==> src/rtl/phi_pkg.sv <==
`timescale 1ns/1ps
package phi_pkg;
  typedef enum logic [1:0] {
    MODE_TRANSP = 2'd0,
    MODE_ROUTE  = 2'd1,
    MODE_PROTO  = 2'd2,
    MODE_RSVD   = 2'd3
  } chan_mode_e;

  typedef enum logic [2:0] {
    ERR_NONE   = 3'd0,
    ERR_ADDR   = 3'd1,
    ERR_CMD    = 3'd2,
    ERR_LOCKED = 3'd3,
    ERR_SHORT  = 3'd4
  } hdr_err_e;

  typedef enum logic [2:0] {
    OP_BAD  = 3'd0,
    OP_DATA = 3'd1,
    OP_ARM  = 3'd2,
    OP_CPU  = 3'd3,
    OP_EXT  = 3'd4,
    OP_LINK = 3'd5,
    OP_ALL  = 3'd6
  } cmd_op_e;

  typedef struct packed {
    cmd_op_e    op;
    logic       level;
    logic       safety;
    logic [7:0] idx;
  } cmd_dec_t;
endpackage

==> src/rtl/phi_hdr_collect.sv <==
`timescale 1ns/1ps
module phi_hdr_collect #(
  parameter int DW = 8,
  parameter int NB = 4
) (
  input  logic           clk,
  input  logic           rst,
  input  logic           active,
  input  logic           tok_valid,
  input  logic           tok_eop,
  input  logic [DW-1:0]  tok_data,
  output logic           hdr_done,
  output logic           short_eop,
  output logic           payload_tok,
  output logic [NB*DW-1:0] hdr_word
);
  localparam int CW = $clog2(NB + 1);
  localparam logic [CW-1:0] LAST = CW'(NB - 1);
  localparam logic [CW-1:0] FULL = CW'(NB);

  logic [CW-1:0] cnt_q;
  logic [DW-1:0] byte_q [NB-1];
  logic          data_tok;

  assign data_tok    = active & tok_valid & ~tok_eop;
  assign hdr_done    = data_tok && (cnt_q == LAST);
  assign short_eop   = active & tok_valid & tok_eop & (cnt_q != '0) & (cnt_q != FULL);
  assign payload_tok = active & tok_valid & (cnt_q == FULL);

  always_ff @(posedge clk) begin
    if (rst || !active)
      cnt_q <= '0;
    else if (tok_valid && tok_eop)
      cnt_q <= '0;
    else if (data_tok && cnt_q != FULL)
      cnt_q <= cnt_q + 1'b1;
  end

  always_ff @(posedge clk) begin
    if (data_tok) begin
      for (int i = 0; i < NB - 1; i++)
        if (cnt_q == CW'(i)) byte_q[i] <= tok_data;
    end
  end

  for (genvar g = 0; g < NB - 1; g++) begin : g_word
    assign hdr_word[g*DW +: DW] = byte_q[g];
  end
  assign hdr_word[(NB-1)*DW +: DW] = tok_data;

  a_r11_short_not_done: assert property (@(posedge clk) disable iff (rst)
    short_eop |-> !hdr_done && !payload_tok);
endmodule

==> src/rtl/phi_cmd_decode.sv <==
`timescale 1ns/1ps
module phi_cmd_decode #(
  parameter int DW    = 8,
  parameter int N_EXT = 4
) (
  input  logic [DW-1:0]     code,
  output phi_pkg::cmd_dec_t dec
);
  import phi_pkg::*;
  localparam int C_DATA    = 1;
  localparam int C_ARM     = 2;
  localparam int C_CPU_ON  = 3;
  localparam int C_CPU_OFF = 4;
  localparam int C_SET0    = 5;
  localparam int C_CLR0    = C_SET0 + N_EXT;
  localparam int C_LINK    = C_CLR0 + N_EXT;
  localparam int C_ALL     = C_LINK + 1;

  always_comb begin
    dec.op     = OP_BAD;
    dec.level  = 1'b0;
    dec.safety = 1'b0;
    dec.idx    = '0;
    if (code == DW'(C_DATA)) begin
      dec.op = OP_DATA;
    end else if (code == DW'(C_ARM)) begin
      dec.op = OP_ARM;
    end else if (code == DW'(C_CPU_ON) || code == DW'(C_CPU_OFF)) begin
      dec.op     = OP_CPU;
      dec.level  = (code == DW'(C_CPU_ON));
      dec.safety = 1'b1;
    end else if (code == DW'(C_LINK)) begin
      dec.op     = OP_LINK;
      dec.safety = 1'b1;
    end else if (code == DW'(C_ALL)) begin
      dec.op     = OP_ALL;
      dec.safety = 1'b1;
    end
    for (int i = 0; i < N_EXT; i++) begin
      if (code == DW'(C_SET0 + i)) begin
        dec.op = OP_EXT; dec.level = 1'b1; dec.idx = 8'(i);
      end
      if (code == DW'(C_CLR0 + i)) begin
        dec.op = OP_EXT; dec.level = 1'b0; dec.idx = 8'(i);
      end
    end
  end
endmodule

==> src/rtl/phi_cmd_exec.sv <==
`timescale 1ns/1ps
module phi_cmd_exec #(
  parameter int N_EXT = 4
) (
  input  logic              clk,
  input  logic              rst,
  input  logic              go,
  input  phi_pkg::cmd_dec_t dec,
  output logic              armed_o,
  output logic              cpu_rst_o,
  output logic              link_rst_o,
  output logic              all_rst_o,
  output logic [N_EXT-1:0]  ext_o
);
  import phi_pkg::*;

  always_ff @(posedge clk) begin
    if (rst) begin
      armed_o    <= 1'b0;
      cpu_rst_o  <= 1'b0;
      link_rst_o <= 1'b0;
      all_rst_o  <= 1'b0;
    end else begin
      link_rst_o <= 1'b0;
      all_rst_o  <= 1'b0;
      if (go) begin
        case (dec.op)
          OP_ARM:  armed_o <= 1'b1;
          OP_CPU:  begin cpu_rst_o  <= dec.level; armed_o <= 1'b0; end
          OP_LINK: begin link_rst_o <= 1'b1;      armed_o <= 1'b0; end
          OP_ALL:  begin all_rst_o  <= 1'b1;      armed_o <= 1'b0; end
          default: ;
        endcase
      end
    end
  end

  for (genvar g = 0; g < N_EXT; g++) begin : g_ext
    always_ff @(posedge clk) begin
      if (rst)
        ext_o[g] <= 1'b0;
      else if (go && dec.op == OP_EXT && dec.idx == 8'(g))
        ext_o[g] <= dec.level;
    end
  end

  a_r6_cpu_change_needs_arm: assert property (@(posedge clk) disable iff (rst)
    $changed(cpu_rst_o) |-> $past(armed_o));
  a_r6_disarm_after_safety: assert property (@(posedge clk) disable iff (rst)
    (link_rst_o || all_rst_o) |-> !armed_o);
endmodule

==> src/rtl/pkt_hdr_interp.sv <==
`timescale 1ns/1ps
module pkt_hdr_interp #(
  parameter int DW    = 8,
  parameter int NB    = 4,
  parameter int N_EXT = 4
) (
  input  logic             clk,
  input  logic             rst,
  input  logic [1:0]       mode_i,
  input  logic [DW-1:0]    chan_addr_i,
  input  logic             ack_en_i,
  input  logic             tok_valid_i,
  input  logic             tok_eop_i,
  input  logic [DW-1:0]    tok_data_i,
  output logic             fwd_valid_o,
  output logic [DW-1:0]    fwd_data_o,
  output logic             fwd_eop_o,
  output logic             err_valid_o,
  output logic [2:0]       err_code_o,
  output logic [DW-1:0]    hdr_tid_o,
  output logic [DW-1:0]    hdr_ctrl_o,
  output logic             ack_push_o,
  output logic [NB*DW-1:0] ack_hdr_o,
  output logic             cpu_rst_o,
  output logic [N_EXT-1:0] ext_sig_o,
  output logic             link_rst_o,
  output logic             all_rst_o,
  output logic             safety_armed_o
);
  import phi_pkg::*;
  localparam int P_DEST = 0;
  localparam int P_CMD  = 1;
  localparam int P_TID  = 2;
  localparam int P_CTRL = 3;

  logic             active;
  logic             hdr_done, short_eop, payload_tok;
  logic [NB*DW-1:0] hdr_word;
  cmd_dec_t         dec;
  hdr_err_e         err_d;
  logic             clean;
  logic             fwd_en_q;

  assign active = (mode_i == MODE_PROTO);

  phi_hdr_collect #(.DW(DW), .NB(NB)) u_collect (
    .clk(clk), .rst(rst), .active(active),
    .tok_valid(tok_valid_i), .tok_eop(tok_eop_i), .tok_data(tok_data_i),
    .hdr_done(hdr_done), .short_eop(short_eop), .payload_tok(payload_tok),
    .hdr_word(hdr_word)
  );

  phi_cmd_decode #(.DW(DW), .N_EXT(N_EXT)) u_decode (
    .code(hdr_word[P_CMD*DW +: DW]), .dec(dec)
  );

  always_comb begin
    err_d = ERR_NONE;
    if (short_eop)
      err_d = ERR_SHORT;
    else if (hdr_done) begin
      if (hdr_word[P_DEST*DW +: DW] != chan_addr_i) err_d = ERR_ADDR;
      else if (dec.op == OP_BAD)                    err_d = ERR_CMD;
      else if (dec.safety && !safety_armed_o)       err_d = ERR_LOCKED;
    end
  end
  assign clean = hdr_done && (err_d == ERR_NONE);

  phi_cmd_exec #(.N_EXT(N_EXT)) u_exec (
    .clk(clk), .rst(rst), .go(clean), .dec(dec),
    .armed_o(safety_armed_o), .cpu_rst_o(cpu_rst_o),
    .link_rst_o(link_rst_o), .all_rst_o(all_rst_o), .ext_o(ext_sig_o)
  );

  always_ff @(posedge clk) begin
    if (rst) begin
      fwd_en_q    <= 1'b0;
      fwd_valid_o <= 1'b0;
      fwd_data_o  <= '0;
      fwd_eop_o   <= 1'b0;
      err_valid_o <= 1'b0;
      err_code_o  <= ERR_NONE;
      ack_push_o  <= 1'b0;
      ack_hdr_o   <= '0;
      hdr_tid_o   <= '0;
      hdr_ctrl_o  <= '0;
    end else begin
      fwd_valid_o <= payload_tok & fwd_en_q;
      fwd_data_o  <= tok_data_i;
      fwd_eop_o   <= tok_eop_i;
      err_valid_o <= (err_d != ERR_NONE);
      err_code_o  <= err_d;
      ack_push_o  <= clean & ack_en_i;
      if (hdr_done) begin
        hdr_tid_o  <= hdr_word[P_TID*DW +: DW];
        hdr_ctrl_o <= hdr_word[P_CTRL*DW +: DW];
        ack_hdr_o  <= hdr_word;
      end
      if (!active)
        fwd_en_q <= 1'b0;
      else if (hdr_done)
        fwd_en_q <= clean && (dec.op == OP_DATA);
      else if (tok_valid_i && tok_eop_i)
        fwd_en_q <= 1'b0;
    end
  end

  a_r4_err_blocks_fwd: assert property (@(posedge clk) disable iff (rst)
    err_valid_o |-> !fwd_valid_o);
  a_r10_pulses_exclusive: assert property (@(posedge clk) disable iff (rst)
    $onehot0({link_rst_o, all_rst_o, err_valid_o, fwd_valid_o}));
  a_r12_ack_never_on_err: assert property (@(posedge clk) disable iff (rst)
    ack_push_o |-> !err_valid_o);
  a_r7_locked_keeps_cpu: assert property (@(posedge clk) disable iff (rst)
    (err_valid_o && err_code_o == 3'd3) |-> $stable(cpu_rst_o));
  a_r13_bypass_quiet: assert property (@(posedge clk) disable iff (rst)
    ($past(mode_i) != 2'd2) |-> !(fwd_valid_o || err_valid_o || ack_push_o || link_rst_o || all_rst_o));
endmodule

==> config.mk <==
export PLATFORM = sky130hd
export DESIGN_NAME = pkt_hdr_interp
export DESIGN_NICKNAME = d
export VERILOG_FILES = /design/src/rtl/phi_pkg.sv /design/src/rtl/phi_hdr_collect.sv /design/src/rtl/phi_cmd_decode.sv /design/src/rtl/phi_cmd_exec.sv /design/src/rtl/pkt_hdr_interp.sv
export SDC_FILE = /design/constraint.sdc
export NUM_CORES = 1
export LEC_CHECK = 0
export BUFFER_PORTS_ARGS = -buffer_cell sky130_fd_sc_hd__buf_4
export CAP_MARGIN = 10
export CORE_MARGIN = 4
export CORE_UTILIZATION = 50
export CTS_CLUSTER_DIAMETER = 200
export CTS_CLUSTER_SIZE = 24
export DETAILED_ROUTE_END_ITERATION = 10
export PLACE_DENSITY = 0.86
export SYNTH_ARGS = -nofsm -noshare
export SYNTH_HDL_FRONTEND = slang
export SYNTH_HIERARCHICAL = 1
export SYNTH_SLANG_ARGS = --single-unit
export TNS_END_PERCENT = 50
==> constraint.sdc <==
create_clock -name clk -period 5.2 [get_ports clk]
set_clock_uncertainty 0.2 [all_clocks]
set_input_delay 1.04 -clock clk [delete_from_list [all_inputs] [get_ports clk]]
set_output_delay 1.04 -clock clk [all_outputs]
set_load 0.02 [all_outputs]
# == Word-level counts from Yosys, hierarchy flattened ==
# Memories as Yosys holds them, arrays and structs flattened.
# Index checks and enable logic that the tools add are counted.
# totals
input_bits,23
wordCells,143
mem_bits_rw,24
output_inout_bits,71
mem_count,1
reg_bits,75
# mem_list
memory,depth,width,rd,rd_ports_with_merged_regs,wr,line,text
u_collect.byte_q,3,8,3,0,1,phi_hdr_collect.sv:22,logic [DW-1:0] byte_q [NB-1];
# op_classes
muxes,50
reduce_logical,31
bitwise,11
eq_ne,30
add_sub_neg,1
# op_table
op,n
8-bit by 4-bit == test with 1-bit output (second input constant),7
8-bit by 3-bit == test with 1-bit output (second input constant),4
4-bit 2-to-1 mux,8
2-bit 2-to-1 mux,12
1-bit 2-to-1 mux,21
3-bit 2-to-1 mux,6
8-bit by 2-bit == test with 1-bit output (second input constant),2
8-bit 2-to-1 mux,2
8-bit OR reduction,2
3-bit by 2-bit == test with 1-bit output (second input constant),4
3-bit == test (second input constant),4
1-bit logical AND,11
3-bit logical NOT,3
1-bit bitwise AND,8
8-bit by 1-bit == test with 1-bit output (second input constant),1
8-bit logical NOT,1
8-bit != test,1
2-bit == test (second input constant),3
3-bit by 1-bit == test with 1-bit output (second input constant),2
3-bit nonzero test,2
2-bit OR reduction,3
2-bit AND reduction,2
2-bit nonzero test,2
3-bit by 1-bit adder with 3-bit output (second input constant),1
other kinds (7),11

# == Depth between registers and ports, before layout ==
# An unclocked memory read counts as a cell.
# depth
ltp_word,24
depth_mapped,11
depth_no_buf,10

# == Hierarchy ==
# Netlist, hierarchy kept.
# by_module_without_submodules
mod,area_per_inst_um2,cells_per_inst,n_inst
pkt_hdr_interp,1860.5,179,1
phi_hdr_collect,1051.0,65,1
phi_cmd_exec,412.9,41,1
phi_cmd_decode,266.5,39,1

# == Least setup slack after synthesis ==
# Ideal clock, no wire load.
# synth_path
path_type,register to register
start,mem u_collect.byte_q[1][5] (netlist: u_collect/byte_q[0][13])
end,reg u_exec.ext_o[0]
path_stages_with_launch,11
arrival_time_ps,2831
period_less_slack_ps,3152
setup_slack_ps,2048
cell_sequence,edfxtp_1 > or4_4 > buf_6 > a21oi_1 > nor3_1 > a21oi_1 > inv_1 > nor4b_2 > nor4b_4 > nand4_1 > mux2i_1
# synth_lines
item,line,text
start: declaration,phi_hdr_collect.sv:22,
end signal: indexed assignment,phi_cmd_exec.sv:43,ext_o[g] <= dec.level;
end: declaration,phi_cmd_exec.sv:13,output logic [N_EXT-1:0] ext_o

==> flow_summary.html <==
<table>
<tr><th>Metric</th><th>Value</th></tr>
<tr><th colspan="2">Timing</th></tr>
<tr><td>Final-report hold violation count</td><td>0</td></tr>
<tr><td>Setup repair after global routing missed its margin</td><td>false</td></tr>
<tr><td>Setup tns final</td><td>0 ns</td></tr>
<tr><td>Max transition margin</td><td>51.6%</td></tr>
<tr><td>Period Utilization, post-route</td><td>68.0%</td></tr>
<tr><td>Setup-failing EPs final</td><td>0</td></tr>
<tr><td>Post-layout worst setup margin</td><td>1.66 ns</td></tr>
<tr><td>Max Slew Vio Count</td><td>0</td></tr>
<tr><td>Min cycle time layout</td><td>3.54 ns</td></tr>
<tr><td>Transition at the pin with the smallest max-transition slack</td><td>0.726 ns</td></tr>
<tr><td>F_max</td><td>283 MHz</td></tr>
<tr><td>WHS</td><td>0.299 ns</td></tr>
<tr><th colspan="2">Placement</th></tr>
<tr><td>Worst-case setup slack after placement</td><td>1.62 ns</td></tr>
<tr><td>Post-place instance area</td><td>4140 sq um</td></tr>
<tr><td>Dpl cells</td><td>475</td></tr>
<tr><td>IO Port Bufs</td><td>93</td></tr>
<tr><td>Final HPWL DP</td><td>5690 um</td></tr>
<tr><td>RD Place Congestion</td><td>0.793</td></tr>
<tr><th colspan="2">Cells and area</th></tr>
<tr><td>Final #Nets</td><td>418</td></tr>
<tr><td>Non-Filler Instances</td><td>491</td></tr>
<tr><td>Highest-count cells in the layout ignoring fill and taps</td><td>94 x sky130_fd_sc_hd__buf_4, 59 x sky130_fd_sc_hd__dfxtp_1, 41 x sky130_fd_sc_hd__nor2_1</td></tr>
<tr><td>Fraction of layout cells with a size suffix above 1</td><td>30.6%</td></tr>
<tr><td>Area growth, synth to finish</td><td>21.4%</td></tr>
<tr><td>Antenna diode count</td><td>0</td></tr>
<tr><td>Post-route core utilization</td><td>63.5%</td></tr>
<tr><td>Commonest non-fill, non-tap cell in the layout</td><td>sky130_fd_sc_hd__buf_4</td></tr>
<tr><td>Final Cell Area</td><td>4360 sq um</td></tr>
<tr><td># fillers</td><td>530</td></tr>
<tr><th colspan="2">Synthesis</th></tr>
<tr><td>Cell count after synthesis</td><td>324</td></tr>
<tr><td>Syn Std Cell Area</td><td>3590 sq um</td></tr>
<tr><td>Sequential share of the synthesized area</td><td>53.0%</td></tr>
<tr><td>Leading cell types by total area after synthesis</td><td>sky130_fd_sc_hd__dfxtp_1 33%, sky130_fd_sc_hd__edfxtp_1 20%, sky130_fd_sc_hd__mux2i_1 10%</td></tr>
<tr><td>Post-synthesis cell type count</td><td>49</td></tr>
<tr><td>Top-area cell type share of the netlist area</td><td>32.9%</td></tr>
<tr><td>Ys flop type</td><td>sky130_fd_sc_hd__dfxtp_1</td></tr>
<tr><td>Syn avg cell area</td><td>11.1 sq um</td></tr>
<tr><td>Async set-reset flop share out of synthesis</td><td>0%</td></tr>
<tr><td>Synth warn</td><td>6</td></tr>
<tr><td>Post-synthesis cell type with the largest combined area</td><td>sky130_fd_sc_hd__dfxtp_1</td></tr>
<tr><td>Number of flops mapped to enable cells by yosys</td><td>24</td></tr>
<tr><td>Flip-flop and latch count after synthesis</td><td>83</td></tr>
<tr><th colspan="2">Floorplan</th></tr>
<tr><td>Row count</td><td>30</td></tr>
<tr><td>DIE AREA</td><td>8600 sq um</td></tr>
<tr><td>I/O pin count</td><td>94</td></tr>
<tr><td>Die Wd</td><td>92.7 um</td></tr>
<tr><td>Initial core utilization</td><td>52.3%</td></tr>
<tr><td>Area of the placeable core</td><td>6870 sq um</td></tr>
<tr><td>DIE HEIGHT</td><td>92.7 um</td></tr>
<tr><th colspan="2">Critical path</th></tr>
<tr><td>Top delay family on crit path</td><td>simple AND/OR/NAND/NOR gates</td></tr>
<tr><td>Number of buffer and inverter stages on the critical path</td><td>1</td></tr>
<tr><td>Critical path class</td><td>flop to flop</td></tr>
<tr><td>Worst-path fanout max</td><td>8</td></tr>
<tr><td>Slowest cell on crit path</td><td>sky130_fd_sc_hd__or4_4</td></tr>
<tr><td>Library cell appearing most often on the critical path</td><td>sky130_fd_sc_hd__a21oi_1</td></tr>
<tr><td>Data arrival time of the worst path</td><td>3.57 ns</td></tr>
<tr><td>Delay contributed by the slowest stage of the critical path</td><td>0.62 ns</td></tr>
<tr><td>Critical-path cell list</td><td>or4_4, a21oi_1, nor3_1, a21oi_1, inv_1, nor4b_2, nor4b_4, nand4_1, mux2i_1</td></tr>
<tr><td>Endpoint kind of the worst setup timing path</td><td>flop</td></tr>
<tr><td>Required time of the critical path</td><td>5.23 ns</td></tr>
<tr><td>Kind of start point of the critical path</td><td>flop</td></tr>
<tr><th colspan="2">GRT</th></tr>
<tr><td>Number of global-route vias before repair</td><td>2606</td></tr>
<tr><td>Number of antenna violations at the first check in global routing</td><td>0</td></tr>
<tr><td>Leftover overflow at the end of global routing</td><td>0</td></tr>
<tr><td>Fraction of met2 tracks used by global routing</td><td>35.6%</td></tr>
<tr><td>Met3 Track Usage GR</td><td>5.77%</td></tr>
<tr><td>Gr busiest metal</td><td>met2</td></tr>
<tr><td>Maximum number of pins on one net before global-route repair</td><td>56</td></tr>
<tr><td>Met1 global-route usage</td><td>20.2%</td></tr>
<tr><td>Total track usage</td><td>19.2%</td></tr>
<tr><td>Global-route wire length before repair</td><td>12800 um</td></tr>
<tr><th colspan="2">Power</th></tr>
<tr><td>Total power of the final layout</td><td>1.22 mW</td></tr>
<tr><td>Max rail drop VDD</td><td>0.000219 V</td></tr>
<tr><td>Reported leakage power</td><td>1.72 nW</td></tr>
<tr><td>Areal power density over the cells</td><td>281 nW/um^2</td></tr>
<tr><th colspan="2">CTS</th></tr>
<tr><td>Max H-tree Level</td><td>3</td></tr>
<tr><td>Number of clock sinks</td><td>83</td></tr>
<tr><td>Clock tree from TritonCTS</td><td>done</td></tr>
<tr><td>Insertion delay of the later-clocked pin in the worst-skew pair</td><td>0.35 ns</td></tr>
<tr><td># resized after CTS</td><td>0</td></tr>
<tr><td>Total clock buffers created by CTS</td><td>9</td></tr>
<tr><td>Reg clk slew, reported paths</td><td>0.08 ns</td></tr>
<tr><td>Post-CTS Setup Repair Bufs</td><td>0</td></tr>
<tr><td>Buffer depth of the longest clock path</td><td>2</td></tr>
<tr><td>Hold buffers post-CTS</td><td>0</td></tr>
<tr><td>Clock Root Buffer</td><td>sky130_fd_sc_hd__clkbuf_8</td></tr>
<tr><th colspan="2">Flow run</th></tr>
<tr><td>Number of maximum-capacitance violations</td><td>0</td></tr>
<tr><th colspan="2">Route</th></tr>
<tr><td>Post-detailed-route wirelength per cell</td><td>16.1 um</td></tr>
<tr><td>DRC Markers</td><td>0</td></tr>
<tr><td>Post-detailed-route count of antenna-violating nets</td><td>0</td></tr>
<tr><td>Vias after detailed routing</td><td>2499</td></tr>
<tr><td>Number of design-rule violations left by the first detailed-router iteration</td><td>145</td></tr>
<tr><td>First drt pass iteration count</td><td>4</td></tr>
<tr><td>Total Routed Length</td><td>7910 um</td></tr>
<tr><td>Via density per instance</td><td>5.09</td></tr>
<tr><th colspan="2">Status</th></tr>
<tr><td>Result of the run</td><td>finished, final reports clean</td></tr>
<tr><th colspan="2">Worst hold path</th></tr>
<tr><td>Hold Crit Class</td><td>flop to flop</td></tr>
</table>
==> routing by layer <==
metal  part of all wire, %  routed length [um]
met1                    39                3050
met2                    54                4250
met3                   5.7                 450
met4                   2.0                 161
met5                     0                   0
==> tightest hold or removal path: cells and delay by family, from the launching register on <==
kind / cells / cell delay, ns
AND/OR/NAND/NOR: 1 / 0.07
flip-flops: 1 / 0.32
multiplexers: 1 / 0.06
==> cells in the mapped netlist (3+ instances only) <==
cell / number
sky130_fd_sc_hd__dfxtp_1: 59
sky130_fd_sc_hd__o21ai_0: 3
sky130_fd_sc_hd__edfxtp_1: 24
sky130_fd_sc_hd__nand4b_1: 3
sky130_fd_sc_hd__nor2_1: 42
sky130_fd_sc_hd__nand2b_1: 5
sky130_fd_sc_hd__o21ai_1: 4
sky130_fd_sc_hd__clkbuf_1: 3
sky130_fd_sc_hd__buf_4: 31
sky130_fd_sc_hd__nor2b_1: 14
sky130_fd_sc_hd__xor2_1: 10
sky130_fd_sc_hd__nor3b_1: 5
sky130_fd_sc_hd__nand4_1: 4
sky130_fd_sc_hd__nand2_1: 7
sky130_fd_sc_hd__and2_1: 5
sky130_fd_sc_hd__ha_1: 5
sky130_fd_sc_hd__mux2i_1: 37
sky130_fd_sc_hd__buf_2: 8
sky130_fd_sc_hd__a21oi_1: 10
sky130_fd_sc_hd__inv_1: 8
sky130_fd_sc_hd__nand3b_1: 4
==> final cells by class <==
type,count,area [sq um],area share (%)
well taps,96,120,2.75
inverters,8,30.0,0.689
clock buffers,10,128,2.93
multi-input cells,194,1390,31.8
flip-flops and latches,83,1900,43.6
clock inverters,6,88.8,2.04
repair buffers,94,706,16.2
==> state kept, by name, summed over array words and instances, names as in the netlist, 3 cells and up <==
name	flops
u_collect/cnt_q	3
u_exec/ext_o	4
u_collect/byte_q	24
ack_hdr_o	17
hdr_tid_o	7
hdr_ctrl_o	8
fwd_data_o	8
err_code_o	3
==> where the power goes <==
group	leakage (nW)	internal [mW]	switching [mW]
Sequential	0.694	0.669	0.00203
Clock	0.110	0.273	0.231
Combinational	0.919	0.0219	0.0281
==> cells by family after synthesis <==
family | after synthesis | synth area share, %
AOI/OAI and AO/OA | 25 | 4.15
adders and majority gates | 5 | 1.74
DFF | 83 | 53.0
and+or+nand+nor | 110 | 18.9
xor gates and xnor gates | 11 | 2.68
other | 1 | 0.104
muxes | 37 | 10.3
buffers and inverters | 52 | 9.16
==> path summary, 6_finish.rpt <==
kind                                start         endpoint  slack (ns)  cells past startpoint
hold reg to reg           u_exec/ext_o[3]  u_exec/ext_o[3]        0.30                      2
hold / removal            u_exec/ext_o[3]  u_exec/ext_o[3]        0.30                      2
setup / recovery  u_collect/byte_q[0][13]  u_exec/ext_o[1]        1.66                      9
setup reg to reg  u_collect/byte_q[0][13]  u_exec/ext_o[1]        1.66                      9
Note: power is estimated with default switching activity, not from simulation.
